`config.mk`:
```
export PLATFORM = sky130hd
export DESIGN_NAME = byte_cpu
export DESIGN_NICKNAME = d
export VERILOG_FILES = /design/src/rtl/byte_cpu_pkg.sv /design/src/rtl/byte_cpu_regs.sv /design/src/rtl/byte_cpu_store.sv /design/src/rtl/byte_cpu_alu.sv /design/src/rtl/byte_cpu.sv
export SDC_FILE = /design/constraint.sdc
export NUM_CORES = 2
export LEC_CHECK = 0
export BUFFER_PORTS_ARGS = -buffer_cell sky130_fd_sc_hd__buf_2
export CORE_MARGIN = 3
export CORE_UTILIZATION = 47
export CTS_BUF_LIST = sky130_fd_sc_hd__clkbuf_4
export DETAILED_ROUTE_END_ITERATION = 16
export HOLD_SLACK_MARGIN = 0.1
export PLACE_DENSITY_LB_ADDON = 0.12
export REMOVE_ABC_BUFFERS = 1
export SETUP_SLACK_MARGIN = 0.5
export SYNTH_ARGS = -nofsm -noshare
export SYNTH_HDL_FRONTEND = slang
export SYNTH_SLANG_ARGS = --single-unit
```
`constraint.sdc`:
```
create_clock -name clk -period 37.5 [get_ports clk]
set_clock_uncertainty 0.2 [all_clocks]
set_input_delay 3.75 -clock clk [delete_from_list [all_inputs] [get_ports clk]]
set_output_delay 3.75 -clock clk [all_outputs]
set_load 0.01 [all_outputs]
```
`src/rtl/byte_cpu_pkg.sv`:
```
package byte_cpu_pkg;
  typedef enum logic [2:0] {
    ST_IDLE,
    ST_HI,
    ST_LO,
    ST_EX,
    ST_HALT
  } cpu_state_t;

  localparam logic [3:0] OP_LDM = 4'h1;
  localparam logic [3:0] OP_LDI = 4'h2;
  localparam logic [3:0] OP_STR = 4'h3;
  localparam logic [3:0] OP_MOV = 4'h4;
  localparam logic [3:0] OP_ADD = 4'h5;
  localparam logic [3:0] OP_OR  = 4'h7;
  localparam logic [3:0] OP_AND = 4'h8;
  localparam logic [3:0] OP_XOR = 4'h9;
  localparam logic [3:0] OP_ROR = 4'hA;
  localparam logic [3:0] OP_JEQ = 4'hB;
  localparam logic [3:0] OP_HLT = 4'hC;
endpackage

```
`src/rtl/byte_cpu_regs.sv`:
```
module byte_cpu_regs #(
  parameter int DW   = 8,
  parameter int NREG = 16
) (
  input  logic                    clk,
  input  logic                    rst,
  input  logic                    we,
  input  logic [$clog2(NREG)-1:0] waddr,
  input  logic [DW-1:0]           wdata,
  input  logic [$clog2(NREG)-1:0] ra_addr,
  output logic [DW-1:0]           ra_data,
  input  logic [$clog2(NREG)-1:0] rb_addr,
  output logic [DW-1:0]           rb_data,
  input  logic [$clog2(NREG)-1:0] rc_addr,
  output logic [DW-1:0]           rc_data,
  output logic [DW-1:0]           r0_data,
  input  logic [$clog2(NREG)-1:0] dbg_addr,
  output logic [DW-1:0]           dbg_data
);
  logic [DW-1:0] file_q [NREG];

  always_ff @(posedge clk) begin
    if (rst) begin
      for (int i = 0; i < NREG; i++) file_q[i] <= '0;
    end else if (we) begin
      file_q[waddr] <= wdata;
    end
  end

  assign ra_data  = file_q[ra_addr];
  assign rb_data  = file_q[rb_addr];
  assign rc_data  = file_q[rc_addr];
  assign r0_data  = file_q[0];
  assign dbg_data = file_q[dbg_addr];

  // a register write is visible on the next cycle
  p_wr_lands_r4: assert property (@(posedge clk) disable iff (rst)
    we |=> (file_q[$past(waddr)] == $past(wdata)));
endmodule

```
`src/rtl/byte_cpu_store.sv`:
```
module byte_cpu_store #(
  parameter int DW = 8,
  parameter int AW = 8
) (
  input  logic          clk,
  input  logic          rst,
  input  logic          core_we,
  input  logic [AW-1:0] core_addr,
  input  logic [DW-1:0] core_wdata,
  output logic [DW-1:0] core_rdata,
  input  logic          load_we,
  input  logic [AW-1:0] load_addr,
  input  logic [DW-1:0] load_wdata,
  input  logic [AW-1:0] dbg_addr,
  output logic [DW-1:0] dbg_data
);
  localparam int DEPTH = 1 << AW;

  logic [DW-1:0] cells [DEPTH];

  always_ff @(posedge clk) begin
    if (core_we) begin
      cells[core_addr] <= core_wdata;
    end else if (load_we) begin
      cells[load_addr] <= load_wdata;
    end
  end

  assign core_rdata = cells[core_addr];
  assign dbg_data   = cells[dbg_addr];

  // load writes and core writes never meet in one cycle
  p_one_writer_r2: assert property (@(posedge clk) disable iff (rst)
    !(core_we && load_we));
endmodule

```
`src/rtl/byte_cpu_alu.sv`:
```
module byte_cpu_alu
  import byte_cpu_pkg::*;
#(
  parameter int DW = 8
) (
  input  logic [3:0]    op,
  input  logic [DW-1:0] a,
  input  logic [DW-1:0] b,
  input  logic [3:0]    amt,
  output logic [DW-1:0] y
);
  localparam int SW = $clog2(DW);

  logic [SW-1:0]   turn;
  logic [2*DW-1:0] twice;

  assign turn  = amt[SW-1:0];
  assign twice = {a, a} >> turn;

  always_comb begin
    case (op)
      OP_ADD:  y = a + b;
      OP_OR:   y = a | b;
      OP_AND:  y = a & b;
      OP_XOR:  y = a ^ b;
      OP_ROR:  y = twice[DW-1:0];
      default: y = a;
    endcase
  end
endmodule

```
`src/rtl/byte_cpu.sv`:
```
module byte_cpu
  import byte_cpu_pkg::*;
#(
  parameter int DW   = 8,
  parameter int AW   = 8,
  parameter int NREG = 16
) (
  input  logic                    clk,
  input  logic                    rst,
  input  logic                    go,
  input  logic [AW-1:0]           start_addr,
  input  logic                    ld_valid,
  output logic                    ld_ready,
  input  logic [AW-1:0]           ld_addr,
  input  logic [DW-1:0]           ld_data,
  output logic                    halted,
  output logic                    illegal,
  output logic [AW-1:0]           pc_value,
  input  logic [$clog2(NREG)-1:0] dbg_reg_sel,
  output logic [DW-1:0]           dbg_reg_data,
  input  logic [AW-1:0]           dbg_mem_addr,
  output logic [DW-1:0]           dbg_mem_data
);
  localparam int RW = $clog2(NREG);
  localparam int IW = 2 * DW;

  cpu_state_t state;
  logic [AW-1:0] pc;
  logic [IW-1:0] ir;
  logic          ill_q;

  logic [3:0]    f_op;
  logic [RW-1:0] f_r, f_s, f_t;
  logic [DW-1:0] f_xy;

  logic [DW-1:0] rd_r, rd_s, rd_t, rd_0;
  logic          rf_we;
  logic [RW-1:0] rf_waddr;
  logic [DW-1:0] rf_wdata;

  logic [AW-1:0] mem_addr;
  logic          mem_we;
  logic [DW-1:0] mem_rdata;
  logic          load_we;

  logic [DW-1:0] alu_a, alu_y;
  logic          take_jump, bad_op, is_halt;

  assign f_op = ir[IW-1 -: 4];
  assign f_r  = ir[IW-5 -: RW];
  assign f_s  = ir[IW-9 -: RW];
  assign f_t  = ir[RW-1:0];
  assign f_xy = ir[DW-1:0];

  assign ld_ready = (state == ST_IDLE) || (state == ST_HALT);
  assign load_we  = ld_valid && ld_ready;
  assign halted   = (state == ST_HALT);
  assign illegal  = ill_q;
  assign pc_value = pc;
  assign alu_a    = (f_op == OP_ROR) ? rd_r : rd_s;

  byte_cpu_regs #(.DW(DW), .NREG(NREG)) i_regs (
    .clk(clk), .rst(rst),
    .we(rf_we), .waddr(rf_waddr), .wdata(rf_wdata),
    .ra_addr(f_r), .ra_data(rd_r),
    .rb_addr(f_s), .rb_data(rd_s),
    .rc_addr(f_t), .rc_data(rd_t),
    .r0_data(rd_0),
    .dbg_addr(dbg_reg_sel), .dbg_data(dbg_reg_data)
  );

  byte_cpu_store #(.DW(DW), .AW(AW)) i_store (
    .clk(clk), .rst(rst),
    .core_we(mem_we), .core_addr(mem_addr), .core_wdata(rd_r),
    .core_rdata(mem_rdata),
    .load_we(load_we), .load_addr(ld_addr), .load_wdata(ld_data),
    .dbg_addr(dbg_mem_addr), .dbg_data(dbg_mem_data)
  );

  byte_cpu_alu #(.DW(DW)) i_alu (
    .op(f_op), .a(alu_a), .b(rd_t), .amt(f_t), .y(alu_y)
  );

  // execute-stage decode
  always_comb begin
    rf_we     = 1'b0;
    rf_waddr  = f_r;
    rf_wdata  = alu_y;
    mem_addr  = pc;
    mem_we    = 1'b0;
    take_jump = 1'b0;
    bad_op    = 1'b0;
    is_halt   = 1'b0;
    if (state == ST_EX) begin
      case (f_op)
        OP_LDM: begin
          mem_addr = f_xy;
          rf_we    = 1'b1;
          rf_wdata = mem_rdata;
        end
        OP_LDI: begin
          rf_we    = 1'b1;
          rf_wdata = f_xy;
        end
        OP_STR: begin
          mem_addr = f_xy;
          mem_we   = 1'b1;
        end
        OP_MOV: begin
          rf_we    = 1'b1;
          rf_waddr = f_t;
          rf_wdata = rd_s;
        end
        OP_ADD, OP_OR, OP_AND, OP_XOR, OP_ROR: rf_we = 1'b1;
        OP_JEQ:  take_jump = (rd_r == rd_0);
        OP_HLT:  is_halt = 1'b1;
        default: bad_op = 1'b1;
      endcase
    end
  end

  always_ff @(posedge clk) begin
    if (rst) begin
      state <= ST_IDLE;
      pc    <= '0;
      ir    <= '0;
      ill_q <= 1'b0;
    end else begin
      case (state)
        ST_IDLE: begin
          if (go) begin
            pc    <= start_addr;
            state <= ST_HI;
          end
        end
        ST_HI: begin
          ir[IW-1:DW] <= mem_rdata;
          pc          <= pc + AW'(1);
          state       <= ST_LO;
        end
        ST_LO: begin
          ir[DW-1:0] <= mem_rdata;
          pc         <= pc + AW'(1);
          state      <= ST_EX;
        end
        ST_EX: begin
          if (take_jump) pc <= f_xy;
          if (bad_op) ill_q <= 1'b1;
          state <= is_halt ? ST_HALT : ST_HI;
        end
        default: state <= ST_HALT;
      endcase
    end
  end

  // each fetch cycle steps the PC by one cell
  p_pc_step_r3: assert property (@(posedge clk) disable iff (rst)
    (state == ST_HI) |=> (pc == $past(pc) + AW'(1)));

  // the halt is permanent until reset
  p_halt_sticky_r11: assert property (@(posedge clk) disable iff (rst)
    halted |=> halted);

  // the PC is frozen while halted
  p_pc_hold_r11: assert property (@(posedge clk) disable iff (rst)
    halted |=> $stable(pc));

  // the illegal flag never drops without reset
  p_ill_sticky_r12: assert property (@(posedge clk) disable iff (rst)
    illegal |=> illegal);

  // the load channel stalls while instructions are in flight
  p_no_load_run_r2: assert property (@(posedge clk) disable iff (rst)
    (state == ST_EX) |-> !ld_ready);
endmodule

```
==> out/metrics.json <==
{
  "reg2reg_setup_slack": {"value": 28.35, "unit": "ns"},
  "tightest_slew": {"value": 1.63, "unit": "ns"},
  "regToRegStartpoint": {"value": "state[1]"},
  "final_layout_size_suffix_gt1_share": {"value": 27.6, "unit": "%"},
  "ctsLongestPathBuffers": {"value": 4},
  "r2r_cells": {"value": 14},
  "wire_per_inst": {"value": 40.2, "unit": "µm"},
  "min_path_cells": {"value": 2},
  "p_comb_share": {"value": 25.1, "unit": "%"},
  "die-area": {"value": 249000, "unit": "µm²"},
  "hold_path_startpoint": {"value": "ir[9]"},
  "drt_iter0_drc": {"value": 14400},
  "switching_power": {"value": 2.38, "unit": "mW"},
  "hold_violations_final": {"value": 0},
  "cell_internal_pwr": {"value": 4.57, "unit": "mW"},
  "min_to": {"value": "ir[9]"},
  "final_nets": {"value": 8219},
  "crit_path_start_kind": {"value": "input pin"},
  "setup.worst_path.end_class": {"value": "output port"},
  "rr_endpoint": {"value": "i_regs.file_q[14][5]"},
  "cts-hold-fix-buffers": {"value": 0},
  "post_cts_resize_count": {"value": 0},
  "place_congestion": {"value": 0.936},
  "hpwl": {"value": 290000, "unit": "µm"},
  "synth_top_flop_cell": {"value": "sky130_fd_sc_hd__edfxtp_1"},
  "synth-edff-count": {"value": 2176},
  "layout_min_cycle_time": {"value": 14.44, "unit": "ns"},
  "violations": {"value": "capacitance limit, slew limit"},
  "crit_required": {"value": 33.55, "unit": "ns"},
  "cts_root_buffer": {"value": "sky130_fd_sc_hd__clkbuf_4"},
  "p_seq_share": {"value": 43.7, "unit": "%"},
  "asyncSetResetFlopFracSynth": {"value": 0, "unit": "%"},
  "vdd_ir_drop_max": {"value": 0.0000430, "unit": "V"},
  "drt_wl_total": {"value": 472000, "unit": "µm"},
  "chipWidth": {"value": 499, "unit": "µm"},
  "synth.cells.most_frequent": {"value": "sky130_fd_sc_hd__edfxtp_1, sky130_fd_sc_hd__mux4_2, sky130_fd_sc_hd__nand3_1"},
  "clock_sink_count": {"value": 2216},
  "global_route_wire_length_before_repair": {"value": 651000, "unit": "µm"},
  "leading_cell_type_by_number_of_instances_after_synthesis": {"value": "sky130_fd_sc_hd__edfxtp_1"},
  "htree_num_levels": {"value": 6},
  "finalMaxSlewViolations": {"value": 2},
  "clock_buffer_count_from_cts": {"value": 614},
  "setup-tns-final": {"value": 0, "unit": "ns"},
  "num_rows": {"value": 180},
  "grt_start_max_net_pins": {"value": 195},
  "die_h": {"value": 499, "unit": "µm"},
  "synth_area_per_cell": {"value": 14.4, "unit": "µm²"},
  "cts_tree": {"value": "done"},
  "setup_repair_after_global_routing_missed_its_margin": {"value": "no"},
  "global_route_met1_usage": {"value": 48.1, "unit": "%"},
  "grtUsageTotal": {"value": 37.2, "unit": "%"},
  "worst-setup-path-type": {"value": "input pin to output port"},
  "num_io_pins": {"value": 67},
  "initial_utilization": {"value": 47.4, "unit": "%"},
  "setup_viol": {"value": 0},
  "yosysSeqAreaShare": {"value": 57.8, "unit": "%"},
  "ys_warn_count": {"value": 0},
  "cp_data_arrival_time": {"value": 10.49, "unit": "ns"},
  "synth_cell_types": {"value": 106},
  "power.share.clock": {"value": 31.2, "unit": "%"},
  "synthDominantCellAreaShare": {"value": 57.1, "unit": "%"},
  "syn_area": {"value": 114000, "unit": "µm²"},
  "grt_antenna_before_repair": {"value": 36},
  "first_global_vias": {"value": 82400},
  "firstDrtPassIters": {"value": 6},
  "status": {"value": "complete, but fails checks"},
  "post-synth-top-area-cell": {"value": "sky130_fd_sc_hd__edfxtp_1"},
  "yosys_register_bits": {"value": 2216},
  "period_share": {"value": 38.5, "unit": "%"},
  "hold_slack": {"value": 0.368, "unit": "ns"},
  "syn_inst": {"value": 7948},
  "post-cts-setup-buffers": {"value": 0},
  "maxCapViolCount": {"value": 2},
  "switching_part_of_the_total_power": {"value": 34.3, "unit": "%"},
  "cell_area_after_layout": {"value": 126000, "unit": "µm²"},
  "placeableCoreArea": {"value": 241000, "unit": "µm²"},
  "power_per_cell_area": {"value": 55.4, "unit": "nW/µm²"},
  "vias_per_cell": {"value": 7.33},
  "global_route.usage.met3": {"value": 13.4, "unit": "%"},
  "post_synth_main_area_contributors": {"value": "sky130_fd_sc_hd__edfxtp_1, sky130_fd_sc_hd__mux4_2, sky130_fd_sc_hd__mux2i_1, sky130_fd_sc_hd__nand3_1, sky130_fd_sc_hd__o21ai_0"},
  "static-leakage-power": {"value": 40.1, "unit": "nW"},
  "port-buffer-count": {"value": 66},
  "worstSkewPairLatency": {"value": 1.51, "unit": "ns"},
  "worstHoldPathType": {"value": "flop to flop"},
  "maximum_clock_rate": {"value": 0.0692, "unit": "GHz"},
  "place_area": {"value": 118000, "unit": "µm²"},
  "grt.overflow.total": {"value": 0},
  "via_count": {"value": 86200},
  "cts.reportedPaths.clkPinSlew": {"value": 0.06, "unit": "ns"},
  "busiest_layer": {"value": "met2"},
  "remaining_drc_errors": {"value": 0},
  "grtUsageMet2": {"value": 52.9, "unit": "%"},
  "timing.critical_path.fanout_max": {"value": 64},
  "area_delta_synth_final": {"value": 9.78, "unit": "%"},
  "detail-route-antenna-nets": {"value": 0},
  "slew-limit-headroom": {"value": -8.89, "unit": "%"}
}
==> layout by cell type (no fill, tap or decap), types with 75 or more instances in the layout <==
master and n:
sky130_fd_sc_hd__nand2_1 268, sky130_fd_sc_hd__clkinv_1 92, sky130_fd_sc_hd__nor2_1 373, sky130_fd_sc_hd__a211oi_1 240
sky130_fd_sc_hd__buf_4 308, sky130_fd_sc_hd__o21ai_0 440, sky130_fd_sc_hd__a31oi_1 75, sky130_fd_sc_hd__o22ai_1 81
sky130_fd_sc_hd__clkbuf_4 871, sky130_fd_sc_hd__edfxtp_1 2176, sky130_fd_sc_hd__mux4_2 831, sky130_fd_sc_hd__a21oi_1 287
sky130_fd_sc_hd__nand3_1 571, sky130_fd_sc_hd__mux2i_1 345, sky130_fd_sc_hd__and3_1 250, sky130_fd_sc_hd__nor3_1 100
==> final cells by class <==
class	count	area (µm²)
antenna	28	70.1
clock inverter	139	752
timing repair buffer	386	2930
sequential	2216	66200
inverter	34	128
multi-input combinational	4907	45000
tap	3185	3990
fill	20100	116000
clock buffer	871	6540
==> routing by layer <==
metal / part of all wire [%] / routed length [µm]
met3: 15 / 70300
met2: 43 / 202000
met1: 35 / 165000
met4: 7.3 / 34700
met5: 0.015 / 70
==> registers in the layout, indices dropped and copies added (netlist names), named ones only <==
signal	count
i_store.cells	2048
i_regs.file_q	128
ir	16
pc_value	8
state	3
illegal	1
==> worst max-delay path by stage <==
stage / startpoint / end / slack (ns) / cells after the start
2_1_floorplan: ir[0] / i_regs.file_q[0][7] / 15.07 / 9
3_3_place_gp: dbg_mem_addr[0] / dbg_mem_data[1] / 22.99 / 10
3_5_place_dp: dbg_mem_addr[0] / dbg_mem_data[1] / 22.91 / 10
4_1_cts: dbg_mem_addr[0] / dbg_mem_data[1] / 22.93 / 10
5_1_grt: dbg_mem_addr[0] / dbg_mem_data[7] / 22.51 / 10
6_report: dbg_mem_addr[0] / dbg_mem_data[1] / 23.06 / 10
==> worst max-delay path, cell delays in order <==
cell,delay [ns]
sky130_fd_sc_hd__buf_8,0.53
sky130_fd_sc_hd__buf_4,0.84
sky130_fd_sc_hd__buf_4,0.86
sky130_fd_sc_hd__buf_4,0.92
sky130_fd_sc_hd__buf_4,0.76
sky130_fd_sc_hd__mux4_2,0.60
sky130_fd_sc_hd__mux4_2,0.54
sky130_fd_sc_hd__mux4_2,0.62
sky130_fd_sc_hd__mux4_2,0.64
sky130_fd_sc_hd__buf_2,0.19
==> power by group through the flow <==
stage          Sequential [mW]  Combinational (mW)  Clock [mW]
6_report                  3.04                1.75        2.17
5_1_grt                   3.04                1.78        2.32
4_1_cts                   3.04                1.68        2.19
3_5_place_dp              3.09                1.67           0
3_3_place_gp              3.09                1.65           0
2_1_floorplan             3.24               0.880           0
==> cell families (layout without fill, tap and decap cells) <==
logic type               count (synthesis)  in the layout  share of synthesized area [%]
adder cells (fa/ha/maj)                 20             20                          0.225
XOR/XNOR                                18             18                          0.138
AND/OR/NAND/NOR                       1904           1904                           8.49
flip-flops                            2216           2216                           57.8
multiplexers                          1227           1227                           19.9
other                                    0             28                              0
buffers and inverters                  825           1430                           3.23
AO/OA/AOI/OAI                         1738           1738                           10.2
==> per-stage QoR <==
| step | instances | util (%) | setup slack [ns] | power, mW |
|---|---|---|---|---|
| floorplan | 7157 | - | 15.07 | 4.12 |
| global placement | 10700 | 49.0 | 22.99 | 4.74 |
| detailed placement | 10700 | 49.0 | 22.91 | 4.76 |
| CTS | 11700 | 52.0 | 22.93 | 6.90 |
| global route | 11700 | 52.0 | 22.51 | 7.14 |
| finish | 11800 | 52.1 | 23.06 | 6.95 |
Note: power is estimated with default switching activity, not from simulation.
